$ cat src/rtl/dlcal_pkg.sv
package dlcal_pkg;
  // Strobes from the control FSM to the datapath
  typedef struct packed {
    logic initSweep;   // enables on, sweep indices cleared
    logic loadCfg;     // capture caller select/unit
    logic progSweep;   // write max select + current unit
    logic tmoCount;    // one tick spent waiting
    logic markHigh;    // half period high seen
    logic recordHit;   // full period seen on this index
    logic stepUnit;    // next unit value
    logic stepSel;     // next tap index
    logic pickResult;  // choose setting to apply
    logic ctlOff;      // both enables low
    logic ctlOn;       // both enables high
    logic progApply;   // write chosen setting
    logic sampOff;     // sampler enable low
  } dlcal_strb_t;

  typedef enum logic [2:0] {
    ST_IDLE, ST_PROG, ST_SETTLE, ST_WAIT, ST_OFF, ST_ON, ST_WR, ST_DROP
  } dlcal_state_t;
endpackage

$ cat src/rtl/dlcal_dp.sv
module dlcal_dp
  import dlcal_pkg::*;
#(
  parameter int NUM_SEL   = 12,
  parameter int UNIT_W    = 7,
  parameter int TMO_TICKS = 255
) (
  input  logic                            clk,
  input  logic                            rstN,
  input  dlcal_strb_t                     strb,
  input  logic [$clog2(NUM_SEL+1)-1:0]    cfgSel,
  input  logic [UNIT_W-1:0]               cfgUnit,
  input  logic [NUM_SEL-1:0]              lenVec,
  output logic                            bitNow,
  output logic                            tuning,
  output logic                            unitLast,
  output logic                            selLast,
  output logic                            tmoHit,
  output logic                            lineEn,
  output logic                            sampEn,
  output logic                            cfgWr,
  output logic [$clog2(NUM_SEL+1)-1:0]    selOut,
  output logic [UNIT_W-1:0]               unitOut,
  output logic                            notFound,
  output logic [$clog2(NUM_SEL+1)-1:0]    calSel,
  output logic [UNIT_W-1:0]               calUnit
);
  localparam int SEL_W = $clog2(NUM_SEL + 1);
  localparam int TMO_W = $clog2(TMO_TICKS + 1);

  logic [SEL_W-1:0]  selIdx, hitSel, applySel, effSel;
  logic [UNIT_W-1:0] unitIdx, hitUnit, applyUnit, effUnit;
  logic [TMO_W-1:0]  tmoCnt;
  logic              found, newHit, effFound;

  assign bitNow   = |(lenVec & (NUM_SEL'(1) << selIdx));
  assign unitLast = (unitIdx == {UNIT_W{1'b1}});
  assign selLast  = (selIdx == SEL_W'(NUM_SEL - 1));
  assign tmoHit   = (tmoCnt == TMO_W'(TMO_TICKS - 1));

  // A hit on the final step must be visible to the result pick in the same cycle
  assign newHit   = strb.recordHit && !found;
  assign effFound = found || newHit;
  assign effSel   = newHit ? selIdx + SEL_W'(1) : hitSel;
  assign effUnit  = newHit ? unitIdx : hitUnit;

  always_ff @(posedge clk or negedge rstN) begin
    if (!rstN) begin
      lineEn <= 1'b0;  sampEn <= 1'b0;  cfgWr <= 1'b0;
      selOut <= '0;    unitOut <= '0;
      selIdx <= '0;    unitIdx <= '0;   tuning <= 1'b0;  found <= 1'b0;
      hitSel <= '0;    hitUnit <= '0;   applySel <= '0;  applyUnit <= '0;
      tmoCnt <= '0;    notFound <= 1'b0;
      calSel <= '0;    calUnit <= '0;
    end else begin
      cfgWr <= strb.progSweep | strb.progApply;
      if (strb.initSweep) begin
        lineEn <= 1'b1;  sampEn <= 1'b1;
        selIdx <= '0;    unitIdx <= '0;
        tuning <= 1'b0;  found <= 1'b0;
      end
      if (strb.ctlOff) begin lineEn <= 1'b0; sampEn <= 1'b0; end
      if (strb.ctlOn)  begin lineEn <= 1'b1; sampEn <= 1'b1; end
      if (strb.sampOff) sampEn <= 1'b0;
      if (strb.loadCfg) begin applySel <= cfgSel; applyUnit <= cfgUnit; end
      if (strb.progSweep) begin
        selOut  <= SEL_W'(NUM_SEL);
        unitOut <= unitIdx;
        tmoCnt  <= '0;
      end
      if (strb.tmoCount) tmoCnt <= tmoCnt + TMO_W'(1);
      if (strb.markHigh) tuning <= 1'b1;
      if (newHit) begin
        found   <= 1'b1;
        hitSel  <= effSel;
        hitUnit <= effUnit;
      end
      if (strb.stepUnit) unitIdx <= unitIdx + UNIT_W'(1);
      if (strb.stepSel) begin
        selIdx  <= selIdx + SEL_W'(1);
        unitIdx <= '0;
        tuning  <= 1'b0;
      end
      if (strb.pickResult) begin
        notFound  <= !effFound;
        calSel    <= effFound ? effSel  : '0;
        calUnit   <= effFound ? effUnit : '0;
        applySel  <= effFound ? effSel  : '0;
        applyUnit <= effFound ? effUnit : '0;
      end
      if (strb.progApply) begin
        selOut  <= applySel;
        unitOut <= applyUnit;
      end
    end
  end
endmodule

$ cat src/rtl/dlcal_ctrl.sv
module dlcal_ctrl
  import dlcal_pkg::*;
(
  input  logic        clk,
  input  logic        rstN,
  input  logic        tick,
  input  logic        startCal,
  input  logic        startCfg,
  input  logic        disableReq,
  input  logic        lenValid,
  input  logic        bitNow,
  input  logic        tuning,
  input  logic        unitLast,
  input  logic        selLast,
  input  logic        tmoHit,
  output dlcal_strb_t strb,
  output logic        busy,
  output logic        done,
  output logic        timeout
);
  dlcal_state_t state, stateNxt;
  logic busyNxt, doneNxt, tmoNxt, hit, endIdx;

  assign hit    = tuning && !bitNow;
  assign endIdx = hit || unitLast;

  always_comb begin
    strb     = '0;
    stateNxt = state;
    busyNxt  = busy;
    doneNxt  = 1'b0;
    tmoNxt   = 1'b0;
    unique case (state)
      ST_IDLE: begin
        if (disableReq) begin
          strb.ctlOff = 1'b1;
        end else if (startCal) begin
          strb.initSweep = 1'b1;
          busyNxt  = 1'b1;
          stateNxt = ST_PROG;
        end else if (startCfg) begin
          strb.loadCfg = 1'b1;
          busyNxt  = 1'b1;
          stateNxt = ST_OFF;
        end
      end
      ST_PROG: begin
        strb.progSweep = 1'b1;
        stateNxt = ST_SETTLE;
      end
      // one cycle for the line to drop its stale valid flag
      ST_SETTLE: stateNxt = ST_WAIT;
      ST_WAIT: begin
        if (lenValid) begin
          strb.markHigh  = !tuning && bitNow;
          strb.recordHit = hit;
          if (!endIdx) begin
            strb.stepUnit = 1'b1;
            stateNxt = ST_PROG;
          end else if (!selLast) begin
            strb.stepSel = 1'b1;
            stateNxt = ST_PROG;
          end else begin
            strb.pickResult = 1'b1;
            stateNxt = ST_OFF;
          end
        end else if (tick) begin
          if (tmoHit) begin
            tmoNxt   = 1'b1;
            busyNxt  = 1'b0;
            stateNxt = ST_IDLE;
          end else begin
            strb.tmoCount = 1'b1;
          end
        end
      end
      ST_OFF: begin strb.ctlOff    = 1'b1; stateNxt = ST_ON;   end
      ST_ON:  begin strb.ctlOn     = 1'b1; stateNxt = ST_WR;   end
      ST_WR:  begin strb.progApply = 1'b1; stateNxt = ST_DROP; end
      ST_DROP: begin
        strb.sampOff = 1'b1;
        doneNxt  = 1'b1;
        busyNxt  = 1'b0;
        stateNxt = ST_IDLE;
      end
      default: stateNxt = ST_IDLE;
    endcase
  end

  always_ff @(posedge clk or negedge rstN) begin
    if (!rstN) begin
      state   <= ST_IDLE;
      busy    <= 1'b0;
      done    <= 1'b0;
      timeout <= 1'b0;
    end else begin
      state   <= stateNxt;
      busy    <= busyNxt;
      done    <= doneNxt;
      timeout <= tmoNxt;
    end
  end
endmodule

$ cat src/rtl/dline_cal.sv
module dline_cal
  import dlcal_pkg::*;
#(
  parameter int NUM_SEL   = 12,
  parameter int UNIT_W    = 7,
  parameter int TMO_TICKS = 255
) (
  input  logic                          clk,
  input  logic                          rstN,
  input  logic                          tick,
  input  logic                          startCal,
  input  logic                          startCfg,
  input  logic [$clog2(NUM_SEL+1)-1:0]  cfgSel,
  input  logic [UNIT_W-1:0]             cfgUnit,
  input  logic                          disableReq,
  input  logic                          lenValid,
  input  logic [NUM_SEL-1:0]            lenVec,
  output logic                          lineEn,
  output logic                          sampEn,
  output logic                          cfgWr,
  output logic [$clog2(NUM_SEL+1)-1:0]  selOut,
  output logic [UNIT_W-1:0]             unitOut,
  output logic                          busy,
  output logic                          done,
  output logic                          timeout,
  output logic                          notFound,
  output logic [$clog2(NUM_SEL+1)-1:0]  calSel,
  output logic [UNIT_W-1:0]             calUnit
);
  dlcal_strb_t strb;
  logic bitNow, tuning, unitLast, selLast, tmoHit;

  dlcal_ctrl u_ctrl (
    .clk(clk), .rstN(rstN), .tick(tick),
    .startCal(startCal), .startCfg(startCfg), .disableReq(disableReq),
    .lenValid(lenValid), .bitNow(bitNow), .tuning(tuning),
    .unitLast(unitLast), .selLast(selLast), .tmoHit(tmoHit),
    .strb(strb), .busy(busy), .done(done), .timeout(timeout)
  );

  dlcal_dp #(.NUM_SEL(NUM_SEL), .UNIT_W(UNIT_W), .TMO_TICKS(TMO_TICKS)) u_dp (
    .clk(clk), .rstN(rstN), .strb(strb),
    .cfgSel(cfgSel), .cfgUnit(cfgUnit), .lenVec(lenVec),
    .bitNow(bitNow), .tuning(tuning), .unitLast(unitLast),
    .selLast(selLast), .tmoHit(tmoHit),
    .lineEn(lineEn), .sampEn(sampEn), .cfgWr(cfgWr),
    .selOut(selOut), .unitOut(unitOut),
    .notFound(notFound), .calSel(calSel), .calUnit(calUnit)
  );
endmodule

$ cat config.mk
export PLATFORM = sky130hd
export DESIGN_NAME = dline_cal
export DESIGN_NICKNAME = d
export VERILOG_FILES = /design/src/rtl/dlcal_pkg.sv /design/src/rtl/dlcal_dp.sv /design/src/rtl/dlcal_ctrl.sv /design/src/rtl/dline_cal.sv
export SDC_FILE = /design/constraint.sdc
export NUM_CORES = 1
export LEC_CHECK = 0
export BUFFER_PORTS_ARGS = -buffer_cell sky130_fd_sc_hd__clkbuf_2
export CAP_MARGIN = 20
export CORE_ASPECT_RATIO = 0.5
export CORE_UTILIZATION = 35
export DETAILED_ROUTE_END_ITERATION = 8
export MAX_ROUTING_LAYER = met4
export SLEW_MARGIN = 30
export SYNTH_ARGS = -nofsm -noshare
export SYNTH_HDL_FRONTEND = slang
export SYNTH_HIERARCHICAL = 1
export SYNTH_SLANG_ARGS = --single-unit
$ cat constraint.sdc
create_clock -name clk -period 2.4 [get_ports clk]
set_input_delay 0.48 -clock clk [delete_from_list [all_inputs] [get_ports clk]]
set_output_delay 0.48 -clock clk [all_outputs]
set_load 0.05 [all_outputs]
Yosys cells after proc, flatten, opt, wreduce, memory -nomap -nowiden
Cells that the tools add are included.
{"block": "word_totals", "ff_bits": 75, "latchBits": 0, "ramBits": 0, "rom_bits": 0, "input_bits": 30, "out_inout_bits": 29, "word_cells": 134, "mem_count": 0}
{"block": "op_classes", "addsub": 3, "multipliers": 0, "div": 0, "n_lt_le_gt_ge": 0, "n_eq_ne": 17, "shift": 1, "n_mux": 67, "bitwise": 2, "n_reduce_logical": 23}
{"op": "$mux 7", "count": 9}
{"op": "$mux 1", "count": 32}
{"op": "$mux 4", "count": 8}
{"op": "$mux 3", "count": 8}
{"op": "$pmux 3 s8", "count": 1}
{"op": "$mux 8", "count": 2}
{"op": "$and 12x12->12", "count": 1}
{"op": "$eq 3x3->1 const B", "count": 4}
{"op": "$reduce_bool 3->1", "count": 4}
{"op": "$reduce_or 12->1", "count": 1}
{"op": "$shl 1x4->12 const A", "count": 1}
{"op": "$reduce_bool 2->1", "count": 5}
{"op": "$ne 3x3->1 const B", "count": 3}
{"op": "$add 8x1->8 const B", "count": 1}
{"op": "$eq 8x8->1 const B", "count": 1}
{"op": "$ne 2x2->1 const B", "count": 4}
{"op": "$add 7x1->7 const B", "count": 1}
{"op": "$eq 7x7->1 const B", "count": 1}
{"op": "$eq 3x2->1 const B", "count": 2}
{"op": "$mux 2", "count": 3}
{"op": "$mux 6", "count": 1}
{"op": "$reduce_and 6->1", "count": 1}
{"op": "$mux 5", "count": 1}
{"op": "$add 4x1->4 const B", "count": 1}
{"op": "11 further kinds", "count": 17}

Depth between registers and ports, before layout
Gate-level depths: netlist (run 1).
{"block": "depth", "depth_word": 13, "mapped_depth": 12, "ltp_nobuf": 10}

Hierarchy
Netlist (run 1), hierarchy kept.
{"mod": "dlcal_dp", "n_inst": 1, "cells_per_inst": 329, "area_per_inst_um2": 3255.6}
{"mod": "dlcal_ctrl", "n_inst": 1, "cells_per_inst": 53, "area_per_inst_um2": 455.4}

Least setup slack after synthesis (run 1)
No wires, ideal clock.
{"block": "synth_path", "path_type": "register to register", "startpoint": "register u_dp.selIdx[0]", "endpoint": "register u_dp.calSel[0]", "arrival_time_ps": 2364, "slack_ps": -83, "path_stages_with_launch": 13, "n_path_buf": 2, "period_less_slack_ps": 2483, "path_cell_list": "dfrtp_1 -> inv_1 -> ha_1 -> a222oi_1 -> mux2_2 -> a21oi_1 -> nor2b_1 -> o211ai_1 -> inv_1 -> clkbuf_1 -> clkbuf_1 -> o211ai_1 -> o21a_1"}
{"item": "start, declared", "line": "dlcal_dp.sv:31", "text": "logic [SEL_W-1:0] selIdx, hitSel, applySel, effSel;"}
{"item": "start signal, assigned", "line": "dlcal_dp.sv:80", "text": "selIdx <= selIdx + SEL_W'(1);"}
{"item": "end signal, assigned", "line": "dlcal_dp.sv:86", "text": "calSel <= effFound ? effSel : '0;"}
{"item": "end, declared", "line": "dlcal_dp.sv:25", "text": "output logic [$clog2(NUM_SEL+1)-1:0] calSel,"}

==> results of run 1 <==
## placed cells by master (no fill, tap or decap), types with 5 or more instances in the layout
cell type | synthesis | routed
clkbuf_2 | 0 | 57
ha_1 | 9 | 5
nor2_1 | 28 | 27
nand2_1 | 65 | 61
dfrtp_1 | 75 | 73
buf_4 | 1 | 19
o22ai_1 | 6 | 6
buf_6 | 2 | 5
inv_1 | 12 | 9
o21ai_0 | 16 | 16
a31oi_1 | 19 | 17
nand3_1 | 10 | 10
o211ai_1 | 6 | 6
xor2_1 | 5 | 5
a211oi_1 | 11 | 5
nor2b_1 | 12 | 10
a21oi_1 | 10 | 9
clkbuf_16 | 0 | 11
mux2i_1 | 9 | 9
a211oi_2 | 0 | 6
## worst max-delay path, delay by kind of cell, from the launching register on
kind / cells / cell delay (ns)
AO/OA/AOI/OAI: 4 / 0.93
flip-flops: 1 / 0.45
AND/OR/NAND/NOR: 3 / 0.45
multiplexers: 1 / 0.24
adder cells (fa/ha/maj): 1 / 0.15
buffers and inverters: 1 / 0.13
## state kept, by name, summed over array words and instances (netlist names), 3 cells and up
signal	flops
u_dp/tmoCnt	8
u_ctrl/state	3
u_dp/calUnit	7
u_dp/applySel	4
u_dp/hitUnit	7
u_dp/unitIdx	7
u_dp/selIdx	4
u_dp/selOut	4
u_dp/calSel	4
u_dp/hitSel	4
u_dp/applyUnit	7
u_dp/unitOut	7
## per-layer routing
| layer | global-route usage (%) | up-vias |
|---|---|---|
| li1 | - | 1517 |
| met1 | 25.5 | 1511 |
| met2 | 25.3 | 75 |
| met3 | 4.55 | 16 |
| met4 | 6.19 | 0 |
| met5 | - | - |
## repair_timing
action	4_1_cts	5_1_grt
gates resized for setup	13	39
cloned	1	2
pin swaps	2	24
setup endpoints to repair	24	45
setup buffers	1	4
## through the flow
step	total power (uW)	instances
2_1_floorplan	3410	382
3_3_place_gp	3960	580
3_5_place_dp	4000	580
4_1_cts	5330	598
5_1_grt	5900	603
6_report	5520	603
## cell families (layout without fill, tap and decap cells)
logic type               Yosys count  after routing  share of synthesized area (%)
XOR/XNOR                           7              7                           1.65
buffers and inverters             36            117                           4.32
AO/OA/AOI/OAI                     89             89                           16.0
flip-flops                        75             75                           50.6
multiplexers                      15             15                           4.25
adder cells (fa/ha/maj)            9              9                           3.03
AND/OR/NAND/NOR                  151            151                           20.2
## worst min path at each step
stage,to,slack [ns],depth (start not counted)
floorplan,u_ctrl/busy$_DFFE_PN0P_,0.18,0
global placement,u_dp/hitSel[3]$_DFFE_PN0P_,0.45,2
detailed placement,u_dp/tmoCnt[6]$_DFFE_PN0P_,0.46,1
CTS,u_ctrl/timeout$_DFF_PN0_,0.10,1
global route,u_dp/selOut[3]$_DFFE_PN0P_,0.12,1
finish,u_dp/tmoCnt[6]$_DFFE_PN0P_,0.09,1
## cell type report
type | count | area share (%)
clock buffer | 12 | 5.06
clock inverter | 4 | 0.539
inverter | 12 | 1.03
multi-input combinational | 271 | 38.0
sequential | 75 | 38.6
tap | 140 | 3.60
timing repair buffer | 89 | 13.2
## power by group
group / total [uW] / switching, uW / internal [uW]
clock: 1240 / 516 / 727
sequential: 2030 / 381 / 1650
combinational: 2240 / 1310 / 931
==> impl_metrics.py, run 1 <==
metrics = {
    "run_status": {
        "status": "finished, violations left",
        "violations": "negative setup slack",
    },
    "clock_network": {
        "cts_buffer_depth": 2,
        "holdBufCountCts": 0,
        "insertion_delay_ns": 0.34,
        "cts_tree": "yes",
        "htree_levels": 3,
        "clock-sinks": 75,
        "clkTransAtPathRegs_ns": 0.06,
        "cts-root-buf": "clkbuf_16",
        "cts_inserted_buffers": 9,
    },
    "die": {
        "dieHeight_um": 74.8,
        "rows": 26,
        "die_w_um": 148,
        "ioPinCount": 59,
        "die_area_um2": 11000,
        "start_util_pct": 36.2,
        "core_um2": 10200,
    },
    "grt": {
        "grt_pass1_wl_um": 14700,
        "antenna_found_initial": 0,
        "grt_max_degree": 44,
        "grt_overflow": 0,
        "grt_pass1_vias": 2848,
        "globalRouteTotalUtil_pct": 18.2,
    },
    "layout": {
        "layout-drive-gt1-share_pct": 32.4,
        "nNetsFinal": 497,
        "postLayoutCellArea_um2": 4870,
        "n_fill_cell": 954,
        "antenna_cells": 0,
        "final_util_pct": 47.5,
        "syn_to_final_growth_pct": 31.3,
        "ff_latch_area_um2": 1880,
        "multi_input_comb_area_um2": 1850,
    },
    "detailed_routing": {
        "drc": 0,
        "antenna_left": 0,
        "first_iter_violations": 187,
        "dr_wl_met2_um": 4120,
        "num_vias": 3119,
        "top_layer": "met4",
        "via_per_inst": 5.17,
        "wl_met1_um": 4610,
        "drt_pass1_iterations": 4,
        "dr_wl_met3_um": 573,
        "avgRoutedWirePerCell_um": 15.7,
        "routed_wl_um": 9450,
    },
    "logic_synthesis": {
        "ys_seq_area_share_pct": 50.6,
        "synth_area_leaders": "dfrtp_1, nand2_1, a31oi_1",
        "yosys-top-cells-count": "dfrtp_1, nand2_1, nor2_1, a31oi_1",
        "ys_ff_latch": 75,
        "synth.top_cell.area_share_pct": 50.6,
        "async_reset_ff_share_pct": 100,
        "synth_edf_count": 0,
        "syn_area_per_cell_um2": 9.71,
        "syn-cell-area_um2": 3710,
        "synth_area_leader_cell": "dfrtp_1",
        "synth_cell_types": 53,
        "synthFlopType": "dfrtp_1",
        "syn_nets": 421,
        "ys_warn_count": 6,
        "synth_cells": 382,
        "synth_most_common_cell": "dfrtp_1",
    },
    "timing": {
        "worst-slew-pin-transition_ns": 0.686,
        "relSlewSlack_pct": 54.2,
        "setup_tns_ns": -0.0819,
        "worst_slack_ns": -0.0263,
        "fin_crit_ns": 2.43,
        "grt_setup_unrepaired": "true",
        "holdWs_ns": 0.0860,
        "setup_violations": 6,
        "fmax_ghz": 0.412,
        "hold_viol": 0,
        "fin_crit_sh_pct": 101,
        "final_max_slew_viol_count": 0,
        "fin_skew_ns": 0.00793,
    },
    "setup_path": {
        "cp.required_ns": 2.68,
        "worstReg2RegStart": "u_dp/selIdx[0]$_DFFE_PN0P_",
        "endpoint": "u_dp/applySel[0]$_DFFE_PN0P_",
        "path_class": "flip-flop to flip-flop",
        "timing.rr.end": "u_dp/applySel[0]$_DFFE_PN0P_",
        "worstPathMaxFanout": 4,
        "cp_slowest_cell": "dfrtp_2",
        "crit_chain": "buf_6 > ha_4 > a222oi_1 > mux2_4 > a21oi_4 > nor2b_4 > and2_4 > nand2b_1 > o211ai_1 > o21a_1",
        "critical_path_arrival_ns": 2.70,
        "r2r_cells": 10,
        "critPathCaptureType": "flip-flop",
        "start_kind": "flip-flop",
        "cpPeakStageDelay_ns": 0.45,
        "crit_path_start": "u_dp/selIdx[0]$_DFFE_PN0P_",
        "reg2reg_slack_ns": -0.03,
    },
    "placed_design": {
        "dpl_worst_slack_ns": -0.0891,
        "dp_hpwl_um": 6350,
        "io_buffers": 58,
        "dpl_cell_area_um2": 4310,
        "globalplace.congestion": 0.810,
    },
    "pwr": {
        "p_leak_uw": 0.00224,
        "power_density_nw_per_um2": 1130,
        "ir_worst_vdd_uv": 454,
    },
    "run": {
        "max_cap_viol_count": 0,
    },
    "hold_path": {
        "hold_class": "primary input to async pin",
    },
}
Power figures use the tool's default switching activity.
==> run 2, diff against run 1 <==
--- a/config.mk
+++ b/config.mk
@@ -7,7 +7,7 @@
 export LEC_CHECK = 0
 export BUFFER_PORTS_ARGS = -buffer_cell sky130_fd_sc_hd__clkbuf_2
 export CAP_MARGIN = 20
-export CORE_ASPECT_RATIO = 0.5
+export CORE_ASPECT_RATIO = 1.5
 export CORE_UTILIZATION = 35
 export DETAILED_ROUTE_END_ITERATION = 8
 export MAX_ROUTING_LAYER = met4
==> run 2 against run 1 <==
The flow now finishes without violations. Global-route usage is essentially flat. Largest power group unchanged. Cell count grew 1.2%. Clock skew shrank 0.0045 ns. Core utilization grew 0.55 points. Sequential share of layout area shrank 0.23 points. Hold slack gained 0.017 ns. Final area grew 0.59%.
==> impl_metrics.py, run 2 (same netlist as run 1, synthesis figures left out) <==
metrics = {
    "layout": {
        "nNetsFinal": 503,
        "postLayoutCellArea_um2": 4900,
        "layout_commonest_cell": "dfrtp_1",
        "n_fill_cell": 956,
        "final_util_pct": 48.1,
        "layout-drive-gt1-share_pct": 33.5,
        "final_cell_mix": "dfrtp_1, nand2_1, clkbuf_2, buf_4, nor2_1",
        "regMostFlops": "u_dp/tmoCnt",
        "syn_to_final_growth_pct": 32.0,
        "largest_register_ffs": 8,
        "antenna_cells": 0,
    },
    "die": {
        "start_util_pct": 36.4,
        "die_area_um2": 11000,
        "die_w_um": 86.1,
        "ioPinCount": 59,
        "rows": 45,
        "dieHeight_um": 128,
        "core_um2": 10200,
    },
    "setup_path": {
        "start_kind": "flip-flop",
        "reg2reg_slack_ns": 0.009,
        "crit_path_start": "u_dp/selIdx[0]$_DFFE_PN0P_",
        "endpoint": "u_dp/unitIdx[5]$_DFFE_PN0P_",
        "worstReg2RegStart": "u_dp/selIdx[0]$_DFFE_PN0P_",
        "critical_path_arrival_ns": 2.65,
        "worstPathMaxFanout": 5,
        "timing.rr.end": "u_dp/unitIdx[5]$_DFFE_PN0P_",
        "r2r_cells": 11,
        "critPathCaptureType": "flip-flop",
        "path_class": "flip-flop to flip-flop",
        "cp.required_ns": 2.66,
    },
    "placed_design": {
        "globalplace.congestion": 0.826,
        "dp_hpwl_um": 6460,
        "dpl_cell_area_um2": 4350,
        "io_buffers": 58,
        "dpl_worst_slack_ns": -0.103,
    },
    "detailed_routing": {
        "first_iter_violations": 204,
        "via_per_inst": 5.21,
        "num_vias": 3176,
        "avgRoutedWirePerCell_um": 15.4,
        "antenna_left": 0,
        "drt_pass1_iterations": 4,
        "routed_wl_um": 9390,
        "drc": 0,
    },
    "timing": {
        "relSlewSlack_pct": 54.2,
        "final_max_slew_viol_count": 0,
        "fin_crit_ns": 2.39,
        "hold_viol": 0,
        "grt_setup_unrepaired": "true",
        "holdWs_ns": 0.104,
        "fin_crit_sh_pct": 99.6,
        "setup_violations": 0,
        "worst-slew-pin-transition_ns": 0.687,
        "fin_skew_ns": 0.00348,
        "fmax_ghz": 0.418,
        "worst_slack_ns": 0.00863,
    },
    "grt": {
        "grt_overflow": 0,
        "globalRouteTotalUtil_pct": 18.2,
        "grt_pass1_wl_um": 14900,
        "grt_pass1_vias": 3063,
        "grt_max_degree": 41,
        "antenna_found_initial": 0,
    },
    "clock_network": {
        "clock-sinks": 75,
        "cts_buffer_depth": 2,
        "cts_inserted_buffers": 9,
        "insertion_delay_ns": 0.34,
        "holdBufCountCts": 0,
        "cts-root-buf": "clkbuf_16",
        "htree_levels": 3,
        "cts_tree": "yes",
        "clkTransAtPathRegs_ns": 0.06,
    },
    "pwr": {
        "finalPower_uw": 5540,
        "clkPwrFrac_pct": 22.1,
        "combPwrFrac_pct": 40.7,
        "switching_share_pct": 40.2,
        "power_switching_uw": 2230,
        "pwr-share-seq_pct": 37.2,
        "power.internal_uw": 3310,
        "p_leak_uw": 0.00226,
        "ir_worst_vdd_uv": 429,
        "power_density_nw_per_um2": 1130,
    },
    "hold_path": {
        "hold_class": "primary input to async pin",
    },
    "run_status": {
        "status": "complete, no violations",
    },
    "run": {
        "max_cap_viol_count": 0,
    },
}
## run 2: cell types whose count changed in the layout (fill, tap and decap cells not counted), sizes merged
| cell | previous run | this run |
|---|---|---|
| clkinvlp | 1 | 2 |
| clkbuf | 71 | 69 |
| buf | 30 | 36 |
| clkinv | 3 | 4 |
## run 2: worst min-delay path by stage
stage | end | depth (start not counted)
after global placement | u_dp/unitOut[2]$_DFFE_PN0P_ | 2
after CTS | u_dp/selIdx[1]$_DFFE_PN0P_ | 1
after detailed placement | u_dp/hitUnit[0]$_DFFE_PN0P_ | 2
after floorplan | u_ctrl/busy$_DFFE_PN0P_ | 0
final | u_dp/selIdx[1]$_DFFE_PN0P_ | 1
after global routing | u_dp/selIdx[1]$_DFFE_PN0P_ | 1
## run 2: cell type report
class	instances	area (um^2)	area share (%)
sequential	75	1880	38.4
clock inverter	6	42.5	0.868
inverter	12	50.0	1.02
multi-input combinational	271	1870	38.1
tap	141	176	3.60
timing repair buffer	95	654	13.4
clock buffer	10	229	4.67
## run 2: repair_timing
action / CTS / global route
resized for setup: 9 / 41
endpoints found under the setup margin: 24 / 31
pin swaps: 2 / 18
buffers inserted: 1 / 3
gates cloned: 1 / 2
## run 2: through the flow
stage / cells / TNS (ns)
after floorplan: 382 / 0
after global placement: 588 / -0.0511
after detailed placement: 588 / -0.621
after CTS: 606 / -0.00353
after global routing: 610 / -0.268
final: 610 / 0
## run 2: worst max-delay path, cell delays in order, from the launching register on
cell	delay (ns)
dfrtp_2	0.47
inv_4	0.10
ha_4	0.14
a222oi_1	0.08
mux2_4	0.29
a21oi_4	0.16
nor2b_4	0.06
buf_4	0.14
nor3_4	0.14
buf_6	0.14
or4b_1	0.45
a31oi_1	0.14
## run 2: layer usage
| layer | vias to the layer above | wire [um] | share of wire [%] | global-route usage (%) |
|---|---|---|---|---|
| li1 | 1522 | - | - | - |
| met1 | 1568 | 4110 | 44 | 22.6 |
| met2 | 71 | 4790 | 51 | 29.0 |
| met3 | 15 | 330 | 3.5 | 3.54 |
| met4 | 0 | 155 | 1.7 | 7.16 |
| met5 | - | 0 | 0 | - |
## run 2: power groups by stage
stage	registers [uW]	clock network, uW	logic [uW]
CTS	2020	1260	2080
global route	2110	1310	2470
finish	2060	1220	2260
detailed placement	2040	0	2010
floorplan	2260	0	1150
global placement	2030	0	1980
